--- src/rtl/pp_pkg.sv ---
package pp_pkg;
  localparam int unsigned DATA_W    = 32;
  localparam int unsigned SAMPLE_W  = 8;
  localparam int unsigned COEF_W    = 16;
  localparam int unsigned ACC_W     = 8;
  localparam int unsigned SLICE_LSB = 12;
  localparam int unsigned TAPS      = 4;
  localparam int unsigned CHAIN_LEN = TAPS - 1;
  localparam int unsigned PROD_W    = SAMPLE_W + COEF_W;
  localparam int unsigned TAP_SEL_W = $clog2(TAPS);

  typedef logic [ACC_W-1:0] acc_t;
endpackage

--- src/rtl/pp_coef_bank.sv ---
module pp_coef_bank
  import pp_pkg::*;
#(
  parameter int unsigned LANES  = 4,
  localparam int unsigned LSEL_W = (LANES > 1) ? $clog2(LANES) : 1
) (
  input  logic                           clk_i,
  input  logic                           rst_ni,
  input  logic                           we_i,
  input  logic [LSEL_W-1:0]              lane_i,
  input  logic [TAP_SEL_W-1:0]           tap_i,
  input  logic [COEF_W-1:0]              coef_i,
  output logic [LANES*TAPS*COEF_W-1:0]   coef_o
);

  for (genvar l = 0; l < LANES; l++) begin : g_lane
    for (genvar t = 0; t < TAPS; t++) begin : g_tap
      logic [COEF_W-1:0] coef_q;
      logic              hit;

      assign hit = we_i && (lane_i == LSEL_W'(l)) && (tap_i == TAP_SEL_W'(t));

      always_ff @(posedge clk_i or negedge rst_ni) begin
        if (!rst_ni)  coef_q <= '0;
        else if (hit) coef_q <= coef_i;
      end

      assign coef_o[(l*TAPS+t)*COEF_W +: COEF_W] = coef_q;
    end
  end

endmodule

--- src/rtl/pp_lane.sv ---
module pp_lane
  import pp_pkg::*;
(
  input  logic                     clk_i,
  input  logic                     rst_ni,
  input  logic                     adv_i,
  input  logic                     odd_i,
  input  logic [SAMPLE_W-1:0]      sample_i,
  input  logic [TAPS*COEF_W-1:0]   coef_i,
  output acc_t                     y_o
);

  acc_t tap_val [TAPS];
  acc_t even_q  [CHAIN_LEN];
  acc_t odd_q   [CHAIN_LEN];

  for (genvar t = 0; t < TAPS; t++) begin : g_mul
    logic [PROD_W-1:0] prod;
    logic              unused_prod;
    assign prod        = PROD_W'(sample_i) * PROD_W'(coef_i[t*COEF_W +: COEF_W]);
    assign tap_val[t]  = prod[SLICE_LSB +: ACC_W];
    assign unused_prod = ^{prod[PROD_W-1:SLICE_LSB+ACC_W], prod[SLICE_LSB-1:0]};
  end

  // even phase: taps in ascending order; odd phase: reversed
  always_comb begin
    if (odd_i) y_o = odd_q[0]  + tap_val[TAPS-1];
    else       y_o = even_q[0] + tap_val[0];
  end

  for (genvar k = 0; k < CHAIN_LEN; k++) begin : g_chain
    acc_t even_d, odd_d;
    if (k == CHAIN_LEN-1) begin : g_tail
      assign even_d = tap_val[TAPS-1];
      assign odd_d  = tap_val[0];
    end else begin : g_mid
      assign even_d = even_q[k+1] + tap_val[k+1];
      assign odd_d  = odd_q[k+1]  + tap_val[TAPS-2-k];
    end

    always_ff @(posedge clk_i or negedge rst_ni) begin
      if (!rst_ni) begin
        even_q[k] <= '0;
        odd_q[k]  <= '0;
      end else if (adv_i) begin
        if (odd_i) odd_q[k]  <= odd_d;
        else       even_q[k] <= even_d;
      end
    end
  end

endmodule

--- src/rtl/pp_out_reg.sv ---
module pp_out_reg
  import pp_pkg::*;
#(
  parameter int unsigned LANES = 4
) (
  input  logic                    clk_i,
  input  logic                    rst_ni,
  input  logic                    load_i,
  input  acc_t                    y_i,
  input  logic                    eos_i,
  input  logic [LANES*ACC_W-1:0]  lanes_i,
  input  logic                    ready_i,
  output logic                    free_o,
  output logic                    valid_o,
  output logic [DATA_W-1:0]       data_o,
  output logic                    eos_o,
  output logic [LANES*ACC_W-1:0]  lanes_o
);

  acc_t y_q;

  assign free_o = !valid_o || ready_i;

  always_ff @(posedge clk_i or negedge rst_ni) begin
    if (!rst_ni) begin
      valid_o <= 1'b0;
      y_q     <= '0;
      eos_o   <= 1'b0;
      lanes_o <= '0;
    end else if (free_o) begin
      valid_o <= load_i;
      if (load_i) begin
        y_q     <= y_i;
        eos_o   <= eos_i;
        lanes_o <= lanes_i;
      end
    end
  end

  assign data_o = DATA_W'(y_q);

endmodule

--- src/rtl/pp_filter.sv ---
module pp_filter
  import pp_pkg::*;
#(
  parameter int unsigned LANES  = 4,
  localparam int unsigned LSEL_W = (LANES > 1) ? $clog2(LANES) : 1,
  localparam int unsigned LY_W   = LANES * ACC_W
) (
  input  logic                 clk_i,
  input  logic                 rst_ni,
  input  logic                 cfg_we_i,
  input  logic [LSEL_W-1:0]    cfg_lane_i,
  input  logic [TAP_SEL_W-1:0] cfg_tap_i,
  input  logic [COEF_W-1:0]    cfg_coef_i,
  input  logic                 in_valid_i,
  output logic                 in_ready_o,
  input  logic [DATA_W-1:0]    in_data_i,
  input  logic                 in_eos_i,
  output logic                 out_valid_o,
  input  logic                 out_ready_i,
  output logic [DATA_W-1:0]    out_data_o,
  output logic                 out_eos_o,
  output logic [LY_W-1:0]      out_lane_y_o
);

  logic                         accept;
  logic                         odd_q;
  logic [SAMPLE_W-1:0]          sample;
  logic [LANES*TAPS*COEF_W-1:0] coefs;
  logic [LY_W-1:0]              lane_y;
  logic                         unused_in;

  assign accept    = in_valid_i && in_ready_o;
  assign sample    = in_data_i[SAMPLE_W-1:0];
  assign unused_in = ^in_data_i[DATA_W-1:SAMPLE_W];

  always_ff @(posedge clk_i or negedge rst_ni) begin
    if (!rst_ni)     odd_q <= 1'b0;
    else if (accept) odd_q <= !odd_q;
  end

  pp_coef_bank #(.LANES(LANES)) coef_bank_i (
    .clk_i  (clk_i),
    .rst_ni (rst_ni),
    .we_i   (cfg_we_i),
    .lane_i (cfg_lane_i),
    .tap_i  (cfg_tap_i),
    .coef_i (cfg_coef_i),
    .coef_o (coefs)
  );

  for (genvar l = 0; l < LANES; l++) begin : g_lane
    acc_t y;
    pp_lane lane_i (
      .clk_i    (clk_i),
      .rst_ni   (rst_ni),
      .adv_i    (accept),
      .odd_i    (odd_q),
      .sample_i (sample),
      .coef_i   (coefs[l*TAPS*COEF_W +: TAPS*COEF_W]),
      .y_o      (y)
    );
    assign lane_y[l*ACC_W +: ACC_W] = y;
  end

  // result byte: last lane written wins
  pp_out_reg #(.LANES(LANES)) out_reg_i (
    .clk_i   (clk_i),
    .rst_ni  (rst_ni),
    .load_i  (accept),
    .y_i     (lane_y[(LANES-1)*ACC_W +: ACC_W]),
    .eos_i   (in_eos_i),
    .lanes_i (lane_y),
    .ready_i (out_ready_i),
    .free_o  (in_ready_o),
    .valid_o (out_valid_o),
    .data_o  (out_data_o),
    .eos_o   (out_eos_o),
    .lanes_o (out_lane_y_o)
  );

endmodule

--- config.mk ---
export PLATFORM = sky130hd
export DESIGN_NAME = pp_filter
export DESIGN_NICKNAME = d
export VERILOG_FILES = /design/src/rtl/pp_pkg.sv /design/src/rtl/pp_coef_bank.sv /design/src/rtl/pp_lane.sv /design/src/rtl/pp_out_reg.sv /design/src/rtl/pp_filter.sv
export SDC_FILE = /design/constraint.sdc
export NUM_CORES = 2
export LEC_CHECK = 0
export ABC_AREA = 1
export BUFFER_PORTS_ARGS = -buffer_cell sky130_fd_sc_hd__buf_2
export CORE_AREA = 3 3 286 499
export DETAILED_ROUTE_END_ITERATION = 10
export DIE_AREA = 0 0 289 502
export PLACE_DENSITY = 0.78
export SLEW_MARGIN = 20
export SYNTH_ARGS = -nofsm -noshare
export SYNTH_HDL_FRONTEND = slang
export SYNTH_SLANG_ARGS = --single-unit
--- constraint.sdc ---
create_clock -name clk_i -period 5.7 [get_ports clk_i]
set_input_delay 0.855 -clock clk_i [delete_from_list [all_inputs] [get_ports clk_i]]
set_output_delay 0.855 -clock clk_i [all_outputs]
set_load 0.05 [all_outputs]
; Yosys cells after proc, flatten, opt, wreduce, memory -nomap -nowiden
; Index checks and enable logic that the tools add are counted.
; Widths: inputs -> output; s select.
[totals]
in_bits = 58
reg_bits = 491
[classes]
add_sub_neg = 24
n_bitwise = 1
n_eq_ne = 6
reduce_logical = 29
mul = 16
muxes = 4
[ops]
columns = op, count
row1 = $mul 8x16->20, 16
row2 = $add 8x8->8, 24
row3 = $mux 8, 4
row4 = $logic_and 1x1->1, 21
row5 = $eq 2x2->1 const B, 4
row6 = $reduce_and 2->1, 3
row7 = $eq 2x1->1 const B, 2
row8 = $logic_not 2->1, 2
row9 = $logic_not 1->1, 2
row10 = $logic_or 1x1->1, 1
row11 = $not 1->1, 1

; Depth between registers and ports, before layout
[logic_depth]
depth_word = 4
depth_mapped = 37
depth_no_buf = 35

; By module
; From an unflattened synthesis, not the netlist that was laid out.
[unflattened]
cells_unflattened = 12054
hier_area_um2 = 85873.6
[by_module_without_submodules]
columns = module, instances, area_each_um2, cells_each
row1 = pp_lane (g_lane[0].lane_i), 1, 18489.0, 2668
row2 = pp_lane (g_lane[1].lane_i), 1, 18428.9, 2674
row3 = pp_lane (g_lane[2].lane_i), 1, 18412.7, 2658
row4 = pp_lane (g_lane[3].lane_i), 1, 18380.1, 2652
row5 = pp_coef_bank, 1, 10238.6, 1188
row6 = pp_out_reg, 1, 1875.5, 207
row7 = pp_filter, 1, 48.8, 7

; Least setup slack after synthesis
; OpenSTA, ideal clock, no wires.
[synth_timing]
path_type = in2reg
start = in in_data_i[4]
end = reg g_lane[0].lane_i.odd_q[22] (netlist name)
path_stages = 29
setup_ns = 0.083
t_required_ns = 5.617
t_arrival_ns = 6.416
setup_slack_ns = -0.798
path_cell_list = buf_2 buf_2 clkbuf_1 clkbuf_1 nand2_1 fa_1 inv_1 fa_1 fa_1 inv_1 fa_1 inv_1 ha_1 a21oi_1 o21ai_0 nor3_1 xor2_1 ha_1 inv_1 fa_1 inv_1 nand2_1 nand2_1 a21oi_1 or2_2 nand2_1 a21oi_1 xor2_1 o21ai_0
[synth_between]
elab_chain_len = 2
[synth_lines]
columns = item, line_no
row1 = "start, declared", pp_filter.sv:16  ; input logic [DATA_W-1:0] in_data_i,
row2 = $mul 8x16->20, pp_lane.sv:20  ; assign prod = PROD_W'(sample_i) * PROD_W'(coef_i[t*COEF_W +: COEF_W]);
row3 = $add 8x8->8, pp_lane.sv:38  ; assign odd_d = odd_q[k+1] + tap_val[TAPS-2-k];
row4 = "end signal, assigned by index", pp_lane.sv:44  ; odd_q[k] <= '0;
row5 = "end signal, assigned by index", pp_lane.sv:46  ; if (odd_i) odd_q[k] <= odd_d;
row6 = "end, declared", pp_lane.sv:15  ; acc_t odd_q [CHAIN_LEN];
; No other way between the ends.
; A chain may end at the register's enable or synchronous reset.

; Worst setup path after layout
[layout_timing]
start = in in_data_i[3]
end = reg g_lane[2].lane_i.even_q[22] (netlist name)
[layout_between]
elab_chain_len = 2
[layout_lines]
columns = item, line_no
row1 = $mul 8x16->20, pp_lane.sv:20
row2 = $add 8x8->8, pp_lane.sv:37  ; assign even_d = even_q[k+1] + tap_val[k+1];
row3 = "end signal, assigned by index", pp_lane.sv:47  ; else even_q[k] <= even_d;
row4 = "end, declared", pp_lane.sv:14  ; acc_t even_q [CHAIN_LEN];
; No other way between the ends.

==> impl_metrics.py <==
metrics = {
    "sta": {
        "period_minus_slack_ns": 5.829,
        "finalMaxSlewViolations": 0,
        "max_freq_ghz": 0.1716,
        "hold_viol": 0,
        "post-route-period-util": 1.023,
        "rsz0062_at_grt": "true",
        "setup_viol": 5,
        "hold_slack_ns": 0.2508,
        "skew_ns": 0.01693,
        "fin_ws_ns": -0.1289,
        "worstMarginPinSlew_ns": 1.276,
        "relSlewSlack": 0.1478,
    },
    "route": {
        "post-route-drc-count": 1,
        "drt-pass1-iter-count": 11,
        "vias": 78490,
        "ant_nets": 0,
        "viasPerCell": 5.592,
        "routedWlPerCell_um": 19.30,
        "routed_wl_mm": 270.8,
        "drt-initial-drc-count": 6336,
    },
    "global_route": {
        "grt_pass1_wl_mm": 400.6,
        "antenna_found_initial": 20,
        "grt_max_degree": 117,
        "grtUsageTotal": 0.3517,
        "grt_use_met1": 0.3666,
        "grtUsageMet2": 0.6125,
        "gr-usage-met3": 0.06050,
        "grt.overflow.total": 0,
        "grt-busiest-layer": "met2",
        "first_global_vias": 81460,
    },
    "job": {
        "cap_violations": 0,
    },
    "worst_setup_path": {
        "timing.rr.end": "g_lane[2].lane_i.even_q[22]",
        "required_ns": 6.21,
        "timing.rr.start": "coef_bank_i.g_lane[2].g_tap[1].coef_q[4]",
        "critical-path-top-delay-family": "adder cells",
        "r2r_slack_ns": -0.12,
        "critPathArrivalTime_ns": 6.34,
        "slowest_stage": "fa_1",
        "crit_type": "in2reg",
        "cp_num_buf_inv": 7,
        "reg2reg_depth": 23,
        "end_kind": "flip-flop",
        "cp_common_cell": "fa_1",
        "cp_slowest_stage_delay_ns": 0.60,
        "crit_fanout": 8,
        "start_kind": "input pin",
    },
    "clock_tree": {
        "cts_root_buf": "clkbuf_16",
        "clk_path_buf_depth": 3,
        "tritoncts": "built",
        "cts_htree_levels": 2,
        "clk_pin_slew_worst_paths_ns": 0.07,
        "clk_latency_ns": 0.68,
        "cts_made_buffers": 54,
        "cts_num_sinks": 483,
    },
    "synthesis": {
        "netlist_instances": 11350,
        "synth_area_um2": 83090,
        "yosysSeqAreaShare": 0.1455,
        "synth_top_family_by_area": "adder cells",
        "synthDistinctLibCells": 54,
        "ys_async_sr_fraction": 1.000,
        "synth_ff_type": "dfrtp_1",
        "synth-simple-area-share": 0.1970,
        "synth-xor-area-share": 0.02777,
        "synth_edf_count": 0,
        "synth_fa_ha_area_frac": 0.4004,
        "muxShareOfSynthArea": 0,
        "synth.avg_cell_area_um2": 7.322,
        "synth_compound_area_frac": 0.06462,
        "yosysWarnings": 0,
        "synth_seq_cells": 483,
    },
    "placed_design": {
        "dpl.hpwl_mm": 190.3,
        "io_buffers": 76,
        "dpl.cell_count": 13770,
        "gp_congestion": 0.9593,
        "post-place-ws_ns": -0.8483,
    },
    "finish": {
        "fin_cells": 14040,
        "num-fill-cells": 9940,
        "regArea_um2": 12130,
        "drive_gt1_frac": 0.1770,
        "area_delta_synth_final_pct": 20.90,
        "finish.utilization": 0.7224,
        "multi_input_area_um2": 61750,
        "layout.nets": 14070,
    },
    "die": {
        "initial_core_util": 0.5975,
        "die_w_um": 289,
        "die_h_um": 502,
        "die_area_um2": 145100,
        "io_pins": 125,
        "rows": 181,
        "core_region_area_um2": 139100,
    },
    "outcome": {
        "status": "finished with violations",
        "violations": "design-rule violations, negative setup slack",
    },
    "hold_path": {
        "hold_path.class": "in2async",
    },
}
-- layout by cell type, fill, tap and decap left out, types with 16 or more instances in the layout --
cell | synthesis | routed
a211oi_1 | 20 | 16
a21oi_1 | 377 | 246
a21oi_2 | 0 | 117
a31oi_1 | 18 | 16
buf_12 | 1 | 49
buf_16 | 0 | 17
buf_2 | 64 | 67
buf_4 | 37 | 1066
buf_6 | 4 | 38
clkbuf_16 | 0 | 74
conb_1 | 1 | 24
dfrtp_1 | 483 | 451
dfrtp_2 | 0 | 32
diode_2 | 0 | 48
fa_1 | 1272 | 1219
fa_2 | 0 | 53
ha_1 | 624 | 440
ha_2 | 0 | 16
ha_4 | 0 | 168
inv_1 | 2982 | 2915
inv_2 | 3 | 63
nand2_1 | 3451 | 3350
nand2_2 | 9 | 97
nand3_1 | 295 | 258
nand3_2 | 2 | 38
nand3b_1 | 29 | 29
nand4_1 | 51 | 51
nor2_1 | 215 | 186
nor2_2 | 3 | 23
nor3_1 | 37 | 24
o21ai_0 | 482 | 410
o21ai_1 | 9 | 58
o21ai_2 | 4 | 24
o21bai_1 | 25 | 25
o31ai_1 | 16 | 16
xnor2_1 | 63 | 51
xor2_1 | 180 | 154
xor2_2 | 9 | 29
-- cells by family after synthesis --
logic type / after synthesis
adder cells (fa/ha/maj): 1896
buffers and inverters: 3572
flip-flops: 483
other: 1
AND/OR/NAND/NOR: 4139
XOR/XNOR: 254
AO/OA/AOI/OAI: 1003
-- per-layer routing --
| layer | vias up | wire length (um) |
|---|---|---|
| met3 | 1692 | 24790 |
| li1 | 34500 | - |
| met4 | 0 | 28950 |
| met5 | - | 0 |
| met1 | 37840 | 83700 |
| met2 | 4451 | 133400 |
-- through the flow --
step / area (um2) / TNS, ns
CTS: 95540 / 0
global route: 100300 / -5.687
detailed placement: 92970 / -69.20
floorplan: 84330 / -1.758
global placement: 92970 / -60.13
finish: 100400 / -0.2927
-- final cells by class --
type,instances,area share
diodes,48,0.001196
clock buffers,61,0.01422
clock inverters,40,0.005717
inverters,2985,0.1116
multi-input cells,7316,0.6147
flip-flops and latches,483,0.1207
well taps,1830,0.02279
repair buffers,1272,0.1090
-- registers in the layout, indices dropped and copies added, names as in the netlist --
name                             flops
g_lane.lane_i.odd_q                 96
out_reg_i.valid_o                    1
g_lane.lane_i.even_q                96
coef_bank_i.g_lane.g_tap.coef_q    256
out_reg_i.lanes_o                   24
odd_q                                1
out_reg_i.y_q                        8
out_reg_i.eos_o                      1
-- Yosys cell counts (3+ instances only) --
cell,n,area (um2)
xor2_1,180,1577
o21ai_2,4,35.03
buf_6,4,45.04
nor2_1,215,807.0
clkbuf_2,8,40.04
xor2_2,9,146.4
o21ai_1,9,45.04
nor4_1,12,75.07
or2_2,8,50.05
buf_4,37,277.8
a21o_1,7,52.55
buf_2,64,320.3
xnor2_1,63,551.8
o21bai_1,25,187.7
inv_2,3,11.26
nor3_1,37,185.2
o31a_1,6,52.55
nand3_1,295,1476
and2_1,19,118.9
o31ai_1,16,120.1
o211ai_1,11,82.58
buf_1,25,93.84
nand4_1,51,319.1
nor2_2,3,18.77
dfrtp_1,483,12090
fa_1,1272,25460
a21oi_1,377,1887
a31oi_1,18,112.6
nand2_1,3451,12950
o21a_1,9,67.56
o21ai_0,482,2412
clkbuf_1,448,1682
ha_1,624,7807
o221ai_1,10,87.58
inv_1,2982,11190
nand2_2,9,56.30
a211oi_1,20,150.1
nand3b_1,29,217.7
-- what timing repair did --
action                     4_1_cts  5_1_grt
setup endpoints to repair       29       90
hold buffers                     0        0
setup buffers                   10       77
hold endpoints to repair         0        0
pin swaps                       11      361
gates cloned                     6       20
resized for setup               52      757
-- worst max-delay path by stage --
stage	start	end	slack (ns)	cells after the start
after floorplan	in_data_i[4]	g_lane[0].lane_i.odd_q[22]	-0.23	28
after global placement	in_data_i[6]	g_lane[0].lane_i.even_q[22]	-0.78	31
after detailed placement	in_data_i[3]	out_reg_i.lanes_o[7]	-0.85	28
after CTS	in_data_i[6]	out_reg_i.lanes_o[14]	0.00009	30
after global routing	coef_bank_i.g_lane[2].g_tap[1].coef_q[4]	g_lane[2].lane_i.even_q[22]	-0.28	23
final	in_data_i[3]	g_lane[2].lane_i.even_q[22]	-0.13	26
Power is left out: the tool's default activity adds up to more than one toggle a clock period on the data nets, which glitch-free logic cannot reach.
